`src/rtl/burst_split_pkg.sv`:
```
package burst_split_pkg;

  typedef enum logic {SPLIT_IDLE, SPLIT_ISSUE} splitState_e;

  typedef struct packed {
    logic load;
    logic advance;
  } dpStrobe_t;

  function automatic logic lengthLegal(input logic isWrite, input int unsigned len);
    if (isWrite)
      return (len >= 8) && (len <= 64) && ((len % 8) == 0);
    else
      return ((len >= 1) && (len <= 8)) || (len == 16) || (len == 24) ||
             (len == 32) || (len == 64);
  endfunction

endpackage

```
`src/rtl/burst_split_ctrl.sv`:
```
module burst_split_ctrl
  import burst_split_pkg::*;
#(
  parameter int LEN_W = 7
) (
  input  logic             clk,
  input  logic             rstN,
  input  logic             reqValid,
  input  logic             reqWrite,
  input  logic [LEN_W-1:0] reqLen,
  input  logic             cmdReady,
  input  logic             moreLeft,
  output logic             reqReady,
  output logic             reqErr,
  output logic             cmdValid,
  output dpStrobe_t        strobe
);

  splitState_e stateQ, stateD;
  logic accept, legal, errQ;

  assign reqReady = (stateQ == SPLIT_IDLE);
  assign cmdValid = (stateQ == SPLIT_ISSUE);
  assign accept   = reqValid && reqReady;
  assign legal    = lengthLegal(reqWrite, int'(reqLen));

  assign strobe.load    = accept && legal;
  assign strobe.advance = cmdValid && cmdReady && moreLeft;

  always_comb begin
    stateD = stateQ;
    case (stateQ)
      SPLIT_IDLE:  if (strobe.load) stateD = SPLIT_ISSUE;
      SPLIT_ISSUE: if (cmdReady && !moreLeft) stateD = SPLIT_IDLE;
      default:     stateD = SPLIT_IDLE;
    endcase
  end

  always_ff @(posedge clk or negedge rstN) begin
    if (!rstN) begin
      stateQ <= SPLIT_IDLE;
      errQ   <= 1'b0;
    end else begin
      stateQ <= stateD;
      errQ   <= accept && !legal;
    end
  end

  assign reqErr = errQ;

  // a rejection leaves no burst behind and the port free
  a_r7_err_idle: assert property (@(posedge clk) disable iff (!rstN)
    reqErr |-> (!cmdValid && reqReady));

  // a held burst is never withdrawn
  a_r8_hold_valid: assert property (@(posedge clk) disable iff (!rstN)
    (cmdValid && !cmdReady) |=> cmdValid);

  // an accepted legal request blocks the upstream port next cycle
  a_r8_busy_after_load: assert property (@(posedge clk) disable iff (!rstN)
    (reqValid && reqReady && legal) |=> !reqReady);

endmodule

```
`src/rtl/burst_split_datapath.sv`:
```
module burst_split_datapath
  import burst_split_pkg::*;
#(
  parameter int ADDR_W     = 32,
  parameter int LEN_W      = 7,
  parameter int UNIT_BYTES = 32,
  parameter int BUS_BITS   = 64,
  parameter int BEAT_W     = 4
) (
  input  logic                  clk,
  input  logic                  rstN,
  input  dpStrobe_t             strobe,
  input  logic                  halfWidth,
  input  logic                  reqWrite,
  input  logic [ADDR_W-1:0]     reqAddr,
  input  logic [LEN_W-1:0]      reqLen,
  output logic                  moreLeft,
  output logic                  cmdWrite,
  output logic [ADDR_W-1:0]     cmdAddr,
  output logic [UNIT_BYTES-1:0] cmdMask,
  output logic [BEAT_W-1:0]     cmdBurstLen
);

  localparam int BEATS_FULL = (UNIT_BYTES * 8) / BUS_BITS;
  localparam int BEATS_HALF = (UNIT_BYTES * 8) / (BUS_BITS / 2);

  logic [ADDR_W-1:0]     addrQ;
  logic                  writeQ, halfQ, moreQ;
  logic [UNIT_BYTES-1:0] tailMaskQ, tailMaskD;
  int unsigned           tailBytes;

  always_comb begin
    if (int'(reqLen) > UNIT_BYTES) tailBytes = int'(reqLen) - UNIT_BYTES;
    else                           tailBytes = int'(reqLen);
  end

  for (genvar i = 0; i < UNIT_BYTES; i++) begin : g_mask
    assign tailMaskD[i] = (i < tailBytes);
  end

  always_ff @(posedge clk or negedge rstN) begin
    if (!rstN) begin
      addrQ     <= '0;
      writeQ    <= 1'b0;
      halfQ     <= 1'b0;
      moreQ     <= 1'b0;
      tailMaskQ <= '0;
    end else if (strobe.load) begin
      addrQ     <= reqAddr;
      writeQ    <= reqWrite;
      halfQ     <= halfWidth;
      moreQ     <= (int'(reqLen) > UNIT_BYTES);
      tailMaskQ <= tailMaskD;
    end else if (strobe.advance) begin
      addrQ     <= addrQ + ADDR_W'(UNIT_BYTES);
      moreQ     <= 1'b0;
    end
  end

  assign moreLeft    = moreQ;
  assign cmdWrite    = writeQ;
  assign cmdAddr     = addrQ;
  assign cmdMask     = (!writeQ || moreQ) ? '1 : tailMaskQ;
  assign cmdBurstLen = halfQ ? BEAT_W'(BEATS_HALF) : BEAT_W'(BEATS_FULL);

  // a pending second burst always follows a full first burst
  a_r6_first_full: assert property (@(posedge clk) disable iff (!rstN)
    moreQ |-> (cmdMask == '1));

  // chaining moves the address by one unit and ends the chain
  a_r4_next_unit: assert property (@(posedge clk) disable iff (!rstN)
    strobe.advance |=> (addrQ == $past(addrQ) + ADDR_W'(UNIT_BYTES)) && !moreQ);

endmodule

```
`src/rtl/dram_burst_splitter.sv`:
```
module dram_burst_splitter
  import burst_split_pkg::*;
#(
  parameter int ADDR_W     = 32,
  parameter int LEN_W      = 7,
  parameter int UNIT_BYTES = 32,
  parameter int BUS_BITS   = 64,
  parameter int BEAT_W     = 4
) (
  input  logic                  clk,
  input  logic                  rstN,
  input  logic                  halfWidth,
  input  logic                  reqValid,
  output logic                  reqReady,
  input  logic                  reqWrite,
  input  logic [ADDR_W-1:0]     reqAddr,
  input  logic [LEN_W-1:0]      reqLen,
  output logic                  reqErr,
  output logic                  cmdValid,
  input  logic                  cmdReady,
  output logic                  cmdWrite,
  output logic [ADDR_W-1:0]     cmdAddr,
  output logic [UNIT_BYTES-1:0] cmdMask,
  output logic                  cmdKeepOpen,
  output logic [BEAT_W-1:0]     cmdBurstLen
);

  dpStrobe_t strobe;
  logic      moreLeft;

  burst_split_ctrl #(.LEN_W(LEN_W)) u_ctrl (
    .clk      (clk),
    .rstN     (rstN),
    .reqValid (reqValid),
    .reqWrite (reqWrite),
    .reqLen   (reqLen),
    .cmdReady (cmdReady),
    .moreLeft (moreLeft),
    .reqReady (reqReady),
    .reqErr   (reqErr),
    .cmdValid (cmdValid),
    .strobe   (strobe)
  );

  burst_split_datapath #(
    .ADDR_W     (ADDR_W),
    .LEN_W      (LEN_W),
    .UNIT_BYTES (UNIT_BYTES),
    .BUS_BITS   (BUS_BITS),
    .BEAT_W     (BEAT_W)
  ) u_dp (
    .clk         (clk),
    .rstN        (rstN),
    .strobe      (strobe),
    .halfWidth   (halfWidth),
    .reqWrite    (reqWrite),
    .reqAddr     (reqAddr),
    .reqLen      (reqLen),
    .moreLeft    (moreLeft),
    .cmdWrite    (cmdWrite),
    .cmdAddr     (cmdAddr),
    .cmdMask     (cmdMask),
    .cmdBurstLen (cmdBurstLen)
  );

  assign cmdKeepOpen = cmdValid && moreLeft;

  // stalled burst keeps every field
  a_r8_stable_fields: assert property (@(posedge clk) disable iff (!rstN)
    (cmdValid && !cmdReady) |=> ($stable(cmdAddr) && $stable(cmdMask) &&
      $stable(cmdWrite) && $stable(cmdKeepOpen) && $stable(cmdBurstLen)));

  // a taken keep-open burst is followed by the closing burst one unit higher
  a_r4_chain: assert property (@(posedge clk) disable iff (!rstN)
    (cmdValid && cmdReady && cmdKeepOpen) |=>
      (cmdValid && !cmdKeepOpen && cmdAddr == $past(cmdAddr) + ADDR_W'(UNIT_BYTES)));

  // only the two legal beat counts appear
  a_r2_beats: assert property (@(posedge clk) disable iff (!rstN)
    cmdValid |-> (cmdBurstLen == BEAT_W'(4) || cmdBurstLen == BEAT_W'(8)));

endmodule

```
`config.mk`:
```
export PLATFORM = sky130hd
export DESIGN_NAME = dram_burst_splitter
export DESIGN_NICKNAME = d
export VERILOG_FILES = /design/src/rtl/burst_split_pkg.sv /design/src/rtl/burst_split_ctrl.sv /design/src/rtl/burst_split_datapath.sv /design/src/rtl/dram_burst_splitter.sv
export SDC_FILE = /design/constraint.sdc
export NUM_CORES = 1
export LEC_CHECK = 0
export BUFFER_PORTS_ARGS = -buffer_cell sky130_fd_sc_hd__buf_4
export CAP_MARGIN = 20
export CORE_MARGIN = 3
export CORE_UTILIZATION = 46
export DETAILED_ROUTE_END_ITERATION = 8
export GPL_TIMING_DRIVEN = 0
export HOLD_SLACK_MARGIN = 0.12
export PLACE_DENSITY = 0.74
export SLEW_MARGIN = 10
export SYNTH_ARGS = -nofsm -noshare
export SYNTH_HDL_FRONTEND = slang
export SYNTH_SLANG_ARGS = --single-unit
```
`constraint.sdc`:
```
create_clock -name clk -period 2.6 [get_ports clk]
set_input_delay 0.52 -clock clk [delete_from_list [all_inputs] [get_ports clk]]
set_output_delay 0.52 -clock clk [all_outputs]
set_load 0.05 [all_outputs]
```
==> results of run 1 <==
==> metrics by stage <==
step	utilization [%]	power [mW]	hold slack (ps)	worst slack, ps
after floorplan	-	3.197	224.4	501.3
after global placement	61.65	3.875	444.2	203.4
after detailed placement	61.65	3.916	452.2	127.1
after CTS	64.52	4.838	328.9	196.9
after global routing	64.52	5.061	368.9	90.01
final	64.52	4.810	299.8	235.8
==> final timing paths <==
kind / slack (ps) / start / endpoint / cells past startpoint
hold reg to reg: 470 / u_dp.tailMaskQ[27] / u_dp.tailMaskQ[27] / 2
min in group clk: 370 / reqAddr[1] / u_dp.cmdAddr[1] / 3
setup reg to reg: 430 / u_dp.cmdAddr[17] / u_dp.cmdAddr[27] / 5
hold / removal: 300 / rstN / u_dp.halfQ / 1
max in group asynchronous: 1740 / rstN / u_dp.cmdAddr[23] / 1
setup / recovery: 240 / u_dp.moreLeft / cmdMask[31] / 4
==> flip-flops by register name, indices dropped and copies added, names as in the netlist <==
| name | cells |
|---|---|
| u_dp.cmdWrite | 1 |
| u_dp.moreLeft | 1 |
| u_ctrl.cmdValid | 1 |
| u_dp.cmdAddr | 32 |
| u_dp.halfQ | 1 |
| u_dp.tailMaskQ | 32 |
| u_ctrl.reqErr | 1 |
==> worst max-delay path: cells and delay by family, from the launching register on <==
kind          cells  cell delay [ps]
simple gates      2              480
flops             1              440
buf+inv           2              590
==> cell type report <==
class	instances	area share [%]
Buffer	27	3.474
Clock buffer	13	3.553
Clock inverter	3	0.8947
Inverter	3	0.2368
Multi-Input combinational cell	302	35.08
Sequential cell	69	36.32
Tap cell	99	2.605
Timing Repair Buffer	113	17.84
==> power groups by stage <==
stage	Sequential, mW	Clock (mW)	Combinational [mW]
after floorplan	2.25	0	0.949
after global placement	1.71	0	2.17
after detailed placement	1.72	0	2.20
after CTS	1.71	0.933	2.20
after global routing	1.76	0.980	2.32
final	1.71	0.922	2.18
==> logic make-up after synthesis <==
family	Yosys count	synth area share, %
AO/OA/AOI/OAI	70	12.80
XOR/XNOR	19	4.665
adder cells (fa/ha/maj)	1	0.3507
buffers and inverters	30	4.945
flip-flops	69	48.40
multiplexers	2	0.7364
other	1	0.1051
AND/OR/NAND/NOR	208	27.99
==> metal layers <==
metal	wire [µm]	track usage (%)
met5	0	0
met3	617	4.407
met2	4612	36.43
met4	151	7.942
met1	4078	28.79
==> layout by cell type (no fill, tap or decap), types with 6 or more instances in the layout <==
master,n
o21ai_0,22
nand4_1,9
buf_4,119
dfrtp_1,69
xor2_1,15
a21oi_1,15
o21ai_1,6
clkbuf_8,12
buf_2,8
nand2b_1,36
nand2_1,64
clkbuf_1,9
nand3_1,18
nor3_1,16
nor2_1,46
==> metrics.txt, run 1 <==
status=finished, final reports clean; final setup TNS=0 ps; CP peak stage delay=440 ps; critical path class=flip-flop to output pin; final WL=9459 µm; Netlist cell types=44; Tcrit/Tclk final=90.93%; setup bufs post-CTS=0; via/cell ratio=5.245; clock power share=19.2%; Critical Path End Type=output pin; Synth top cells by count=dfrtp_1 (69), nand2_1 (64), nor2_1 (46), nand2b_1 (36), o21ai_0 (22); # H-tree levels=3; io pins=118; Vias=3299; total CTS buffers=9; final setup violation count=0; Logic pwr share=45.4%; area leader, netlist=dfrtp_1; Hold Path Class=input pin to async pin; RSZ-0062 raised after global routing=no; Finished Cell Area=4755 µm²; DPL Wire Length=6981 µm; Crit path arrival time=1840 ps; CTS tree=done; Sw Share=45.42%; Sequential Power Share=35.5%; GRT Overall Usage=22.06%; placed inst area=4543 µm²; Sw Pwr=2.185 mW; area of the die=8847 µm²; placeable core area=7370 µm²; antenna-violating nets left=0; initial antenna violation count=0; largest net degree at the start of global routing=70; Clk Latency, worst-skew pair=340 ps; Reg area=1727 µm²; clock sinks=69; Post-synth EDFFs=0; register area share after synthesis=48.40%; cts hold-fix bufs=0; Worst setup SP type=flip-flop; Max Freq=0.4230 GHz; Worst slew margin=31.41%; worst-case clock skew=10.59 ps; first-pass GRT wire length=15120 µm; Pre-Repair DR Iteration Count=4; CP max stage cell=dfrtp_1; Final #Nets=571; GP Congestion=0.8773; Synth Cell Area=3567 µm²; Placed Cells=613; n_diodes=0; layout cells sized above 1=29.06%; max cap viols=0; average wire per standard cell=15.04 µm; Starting Density=48.40%; vias in the first global route=3123; Int Power=2.626 mW; Yosys top cell area share=48.40%; FF+latch count, synth=69; CP Cell Sequence=nor2b_1 -> clkbuf_1 -> nand2b_1 -> buf_4; count leader, synth=dfrtp_1; DR iter-0 viols=157; Worst VDD drop=0.6262 mV; Synth Area per Inst=8.918 µm²; WP data required=2080 ps; Synth Flop Type=dfrtp_1; min cycle time layout=2364 ps; Max clock buf depth=2; area of the multi-input gates=1668 µm²; post-CTS resize count=0; Synthesis Warnings=0; PD cells=1012 nW/µm²; Leakage=2.135 nW; drc violations=0; Worst-Margin Slew=1019 ps; root buffer selected by CTS=clkbuf_8; die width=94.06 µm; Post-Synthesis Cells=400; FP Rows=31; largest cells by area after synthesis=dfrtp_1 (48%), nand2_1 (6.7%), nand2b_1 (6.3%); CP max FO=10; filler cell count=661; Die H=94.06 µm; final hold violations=0; Final Max Tran Viols=0; area grow syn2layout=33.29%; asr flop ratio synth=100.0%; Reg clk slew, reported paths=70 ps; grt ovf=0; Non-Filler Instances=629; I/O Buffers=113
Note: power is estimated with default switching activity, not from simulation.
==> run 2: changes to the inputs <==
--- a/config.mk
+++ b/config.mk
@@ -8,11 +8,11 @@
 export BUFFER_PORTS_ARGS = -buffer_cell sky130_fd_sc_hd__buf_4
 export CAP_MARGIN = 20
 export CORE_MARGIN = 3
-export CORE_UTILIZATION = 46
+export CORE_UTILIZATION = 55
 export DETAILED_ROUTE_END_ITERATION = 8
 export GPL_TIMING_DRIVEN = 0
 export HOLD_SLACK_MARGIN = 0.12
-export PLACE_DENSITY = 0.74
+export PLACE_DENSITY = 0.86
 export SLEW_MARGIN = 10
 export SYNTH_ARGS = -nofsm -noshare
 export SYNTH_HDL_FRONTEND = slang
==> run 2 against run 1 <==
- register-to-register slack worse by 150 ps
- die area fell by 15%
- final cell count down 3.8%
- wire length up 7.8%
- flip-flop and latch count did not move
- largest power group unchanged
==> metrics.txt, run 2 (same netlist as run 1, synthesis figures left out) <==
worst-case clock skew=5.954 ps (was 10.59 ps); Reg clk slew, reported paths=80 ps (was 70 ps); via/cell ratio=5.810 (was 5.245); final setup TNS=0 ps (unchanged); Crit path arrival time=1890 ps (was 1840 ps); RSZ-0062 raised after global routing=no (unchanged); met2 GRT Util=45.55% (was 36.43%); n_diodes=0 (unchanged); FP Rows=28 (was 31); Critical Path End Type=output pin (unchanged); Crit Reg-Reg Startpoint=u_dp.cmdAddr[17] (unchanged); io pins=118 (unchanged); DPL Wire Length=7194 µm (was 6981 µm); area of the die=7488 µm² (was 8847 µm²); Starting Density=58.52% (was 48.40%); Final Max Tran Viols=0 (unchanged); PD cells=1052 nW/µm² (was 1012 nW/µm²); min cycle time layout=2412 ps (was 2364 ps); M3 GR Usage=3.802% (was 4.407%); Worst VDD drop=0.6552 mV (was 0.6262 mV); grt peak-use layer=met2 (unchanged); worst-case reg-to-reg path depth=5 (unchanged); Worst slew margin=24.59% (was 31.41%); WP data required=2080 ps (about the same); grt ovf=0 (unchanged); max cap viols=0 (unchanged); cts hold-fix bufs=0 (unchanged); status=finished, final reports clean (unchanged); Max Freq=0.4145 GHz (was 0.4230 GHz); final hold violations=0 (unchanged); Pre-Repair DR Iteration Count=6 (was 4); layout cells sized above 1=29.25% (was 29.06%); average wire per standard cell=16.86 µm (was 15.04 µm); Clk Latency, worst-skew pair=340 ps (about the same); GP Congestion=0.9053 (was 0.8773); largest net degree at the start of global routing=70 (unchanged); area grow syn2layout=33.46% (was 33.29%); Leakage=2.149 nW (was 2.135 nW); I/O Buffers=113 (unchanged); met1 GRT Util=36.91% (was 28.79%); Die H=86.54 µm (was 94.06 µm); root buffer selected by CTS=clkbuf_8 (unchanged); Max clock buf depth=2 (unchanged); clock sinks=69 (unchanged); most common cell after layout, fill and taps aside=buf_4 (unchanged); crit path launch=u_dp.moreLeft (unchanged); vias in the first global route=3331 (was 3123); total CTS buffers=9 (unchanged); Vias=3515 (was 3299); Tcrit/Tclk final=92.78% (was 90.93%); Hold Path Class=input pin to async pin (unchanged); first-pass GRT wire length=16220 µm (was 15120 µm); final WL=10200 µm (was 9459 µm); CTS tree=done (unchanged); die width=86.54 µm (was 94.06 µm); post-CTS resize count=0 (unchanged); commonest cells after routing, fill and taps aside=buf_4 (119), dfrtp_1 (69), nand2_1 (64), nor2_1 (46), nand2b_1 (36) (unchanged); # H-tree levels=3 (unchanged); Power Total=5.011 mW (was 4.810 mW); Worst-Margin Slew=1121 ps (was 1019 ps); DR iter-0 viols=254 (was 157); antenna-violating nets left=0 (unchanged); Worst setup SP type=flip-flop (unchanged); GRT Overall Usage=27.91% (was 22.06%); Min Hold Slack=270.1 ps (was 299.8 ps); RR Endpoint=u_dp.cmdAddr[31] (was u_dp.cmdAddr[27]); Finished Cell Area=4761 µm² (was 4755 µm²); critical path class=flip-flop to output pin (unchanged); placed inst area=4513 µm² (was 4543 µm²); initial antenna violation count=0 (unchanged); final setup violation count=0 (unchanged); Final #Nets=571 (unchanged); CP max FO=10 (unchanged); Critical path destination=cmdMask[7] (was cmdMask[31]); setup bufs post-CTS=0 (unchanged); placeable core area=6096 µm² (was 7370 µm²); drc violations=0 (unchanged); Reg2Reg Setup Slack=280 ps (was 430 ps)
## run 2: worst max-delay path: stages (launching register included)
cell	delay, ps
dfrtp_1	440
nor2b_1	310
clkbuf_1	440
nand2b_1	140
buf_4	220
## run 2: per-layer routing
| metal | part of all wire (%) | up-vias |
|---|---|---|
| met3 | 8.0 | 32 |
| met2 | 49 | 185 |
| met1 | 40 | 1694 |
| met5 | 0 | - |
| met4 | 3.5 | 0 |
| li1 | - | 1604 |
## run 2: layout make-up
cell class	count	area [µm²]
multi-input combinational	302	1668
inverter	3	11.26
timing repair buffer	113	848.3
sequential	69	1727
clock inverter	7	123.9
fill	434	1335
clock buffer	9	123.9
tap	75	93.84
buffer	27	165.2
## run 2: power breakdown
group	total [mW]	switching (mW)	internal [mW]	leakage (nW)
sequential	1.70	0.298	1.41	0.821
clock	1.08	0.441	0.642	0.120
combinational	2.22	1.53	0.699	1.21
## run 2: worst min-delay path by stage
stage | startpoint | end | slack, ps | cells after the start
2_1_floorplan | rstN | u_ctrl.cmdValid | 220 | 0
3_3_place_gp | u_dp.tailMaskQ[0] | u_dp.tailMaskQ[0] | 440 | 1
3_5_place_dp | u_dp.tailMaskQ[0] | u_dp.tailMaskQ[0] | 450 | 1
4_1_cts | rstN | u_dp.cmdAddr[21] | 320 | 1
5_1_grt | rstN | u_dp.cmdAddr[25] | 350 | 1
6_report | rstN | u_dp.cmdAddr[25] | 270 | 1
## run 2: stage by stage
step	worst slack [ps]	util, %	std cells
CTS	201.0	78.10	605
floorplan	501.3	-	401
finish	187.7	78.10	605
global route	23.89	78.10	605
global placement	182.7	74.04	589
detailed placement	121.1	74.04	589
==> run 3: changes to the inputs <==
--- a/config.mk
+++ b/config.mk
@@ -6,7 +6,7 @@
 export NUM_CORES = 1
 export LEC_CHECK = 0
 export BUFFER_PORTS_ARGS = -buffer_cell sky130_fd_sc_hd__buf_4
-export CAP_MARGIN = 20
+export CORE_ASPECT_RATIO = 0.6
 export CORE_MARGIN = 3
 export CORE_UTILIZATION = 55
 export DETAILED_ROUTE_END_ITERATION = 8
==> run 3 against run 2 <==
- sequential power is essentially flat
- power down 4.3%
- non-clock buffer count unchanged
- global-route usage down 0.17 points
- combinational power barely moved
- largest cell class unchanged
- clock skew up 5.9 ps
- critical path depth did not move
- cell area down 0.89%
- first-iteration DRC count up 25%
- maximum frequency decreased by 4.2%
==> metrics.txt, run 3 (same netlist as run 1, synthesis figures left out) <==
average wire per standard cell=16.59 µm (was 16.86 µm); Reg2Reg Setup Slack=420 ps (was 280 ps); met2 GRT Util=40.26% (was 45.55%); Tcrit/Tclk final=96.80% (was 92.78%); post-route setup slack=83.12 ps (was 187.7 ps); max cap viols=0 (unchanged); vias in the first global route=3060 (was 3331); grt peak-use layer=met1 (was met2); Critical Path End Type=output pin (unchanged); die width=110.0 µm (was 86.54 µm); WP data required=2080 ps (about the same); CTS tree=done (unchanged); Final Max Tran Viols=0 (unchanged); Crit path arrival time=2000 ps (was 1890 ps); antenna-violating nets left=0 (unchanged); final setup violation count=0 (unchanged); area grow syn2layout=32.27% (was 33.46%); dpl ws=170.0 ps (was 121.1 ps); worst-case clock skew=11.89 ps (was 5.954 ps); PD cells=1016 nW/µm² (was 1052 nW/µm²); RSZ-0062 raised after global routing=no (unchanged); DPL Wire Length=7398 µm (was 7194 µm); root buffer selected by CTS=clkbuf_8 (unchanged); drc violations=0 (unchanged); layout cells sized above 1=29.06% (was 29.25%); via/cell ratio=5.606 (was 5.810); n_diodes=0 (unchanged); critical path class=flip-flop to output pin (unchanged); clock sinks=69 (unchanged); most common cell after layout, fill and taps aside=buf_4 (unchanged); largest net degree at the start of global routing=70 (unchanged); FP Rows=22 (was 28); first-pass GRT wire length=15590 µm (was 16220 µm); cts hold-fix bufs=0 (unchanged); Max clock buf depth=2 (unchanged); Non-Filler Instances=614 (was 605); commonest cells after routing, fill and taps aside=buf_4 (119), dfrtp_1 (69), nand2_1 (64), nor2_1 (46), nand2b_1 (36) (unchanged); RR Endpoint=u_dp.cmdAddr[31] (unchanged); Hold Path Class=input pin to async pin (unchanged); area of the die=7520 µm² (was 7488 µm²); final hold violations=0 (unchanged); Pre-Repair DR Iteration Count=5 (was 6); placeable core area=6193 µm² (was 6096 µm²); Crit Reg-Reg Startpoint=u_dp.cmdAddr[8] (was u_dp.cmdAddr[17]); status=finished, final reports clean (unchanged); initial antenna violation count=0 (unchanged); Worst slew margin=39.27% (was 24.59%); I/O Buffers=113 (unchanged); # H-tree levels=3 (unchanged); DR iter-0 viols=317 (was 254); CP max FO=10 (unchanged); Placed Cells=598 (was 589); Reg clk slew, reported paths=80 ps (about the same); Worst-Margin Slew=902.6 ps (was 1121 ps); final setup TNS=0 ps (unchanged); worst-case reg-to-reg path depth=5 (unchanged); M3 GR Usage=8.106% (was 3.802%); GP Congestion=0.9602 (was 0.9053); Clk Latency, worst-skew pair=350 ps (was 340 ps); Max Freq=0.3973 GHz (was 0.4145 GHz); io pins=118 (unchanged); Vias=3442 (was 3515); met1 GRT Util=41.47% (was 36.91%); min cycle time layout=2517 ps (was 2412 ps); Die H=68.38 µm (was 86.54 µm); GRT Overall Usage=27.74% (was 27.91%); setup bufs post-CTS=0 (unchanged); Leakage=2.129 nW (was 2.149 nW); Worst setup SP type=flip-flop (unchanged); grt ovf=0 (unchanged); Starting Density=57.60% (was 58.52%); Worst VDD drop=0.5612 mV (was 0.6552 mV); total CTS buffers=9 (unchanged); Final #Nets=571 (unchanged); final WL=10190 µm (was 10200 µm)
[run 3: how the worst max path moves through the flow]
stage | startpoint | endpoint | slack [ps] | cells past startpoint
after global routing | u_dp.moreLeft | cmdMask[31] | 6 | 4
after CTS | u_dp.moreLeft | cmdMask[7] | 100 | 4
after detailed placement | reqLen[1] | u_dp.tailMaskQ[21] | 170 | 7
after floorplan | u_dp.cmdWrite | cmdMask[0] | 500 | 3
final | u_dp.moreLeft | cmdMask[4] | 80 | 4
after global placement | reqLen[1] | u_dp.tailMaskQ[31] | 230 | 9
[run 3: layer usage]
metal	vias to the layer above	part of all wire (%)
met1	1640	46
li1	1613	-
met4	0	0.71
met5	-	0
met2	175	43
met3	14	9.8
[run 3: final cells by class]
| cell class | count | area, µm² |
|---|---|---|
| inverter | 3 | 11.26 |
| multi-input combinational | 302 | 1668 |
| timing repair buffer | 113 | 848.3 |
| buffer | 27 | 166.4 |
| sequential | 69 | 1727 |
| fill | 450 | 1475 |
| clock inverter | 4 | 47.55 |
| tap | 84 | 105.1 |
| clock buffer | 12 | 145.1 |
[run 3: repair_timing]
action | 4_1_cts | 5_1_grt
hold endpoints to repair | 0 | 0
resized for setup | 0 | 2
setup endpoints to repair | 0 | 6
[run 3: power by group]
part | leakage, nW | switching [mW] | internal, mW | total [mW]
logic | 1.21 | 1.51 | 0.699 | 2.21
registers | 0.821 | 0.309 | 1.41 | 1.72
clock network | 0.0964 | 0.404 | 0.467 | 0.871
total | 2.13 | 2.22 | 2.57 | 4.79
[run 3: per-stage QoR]
stage | area, µm² | power [mW] | util, % | hold WS, ps
global placement | 4524 | 3.870 | 73.05 | 446.8
floorplan | 3571 | 3.197 | - | 224.4
detailed placement | 4524 | 3.931 | 73.05 | 458.1
finish | 4718 | 4.794 | 76.18 | 284.3
global route | 4718 | 5.031 | 76.18 | 348.2
CTS | 4717 | 4.799 | 76.16 | 310.2
[run 3: critical path, stage by stage, from the launching register on]
cell      delay (ps)
dfrtp_1          430
nor2b_1          460
clkbuf_1         400
nand2b_1         130
buf_4            210
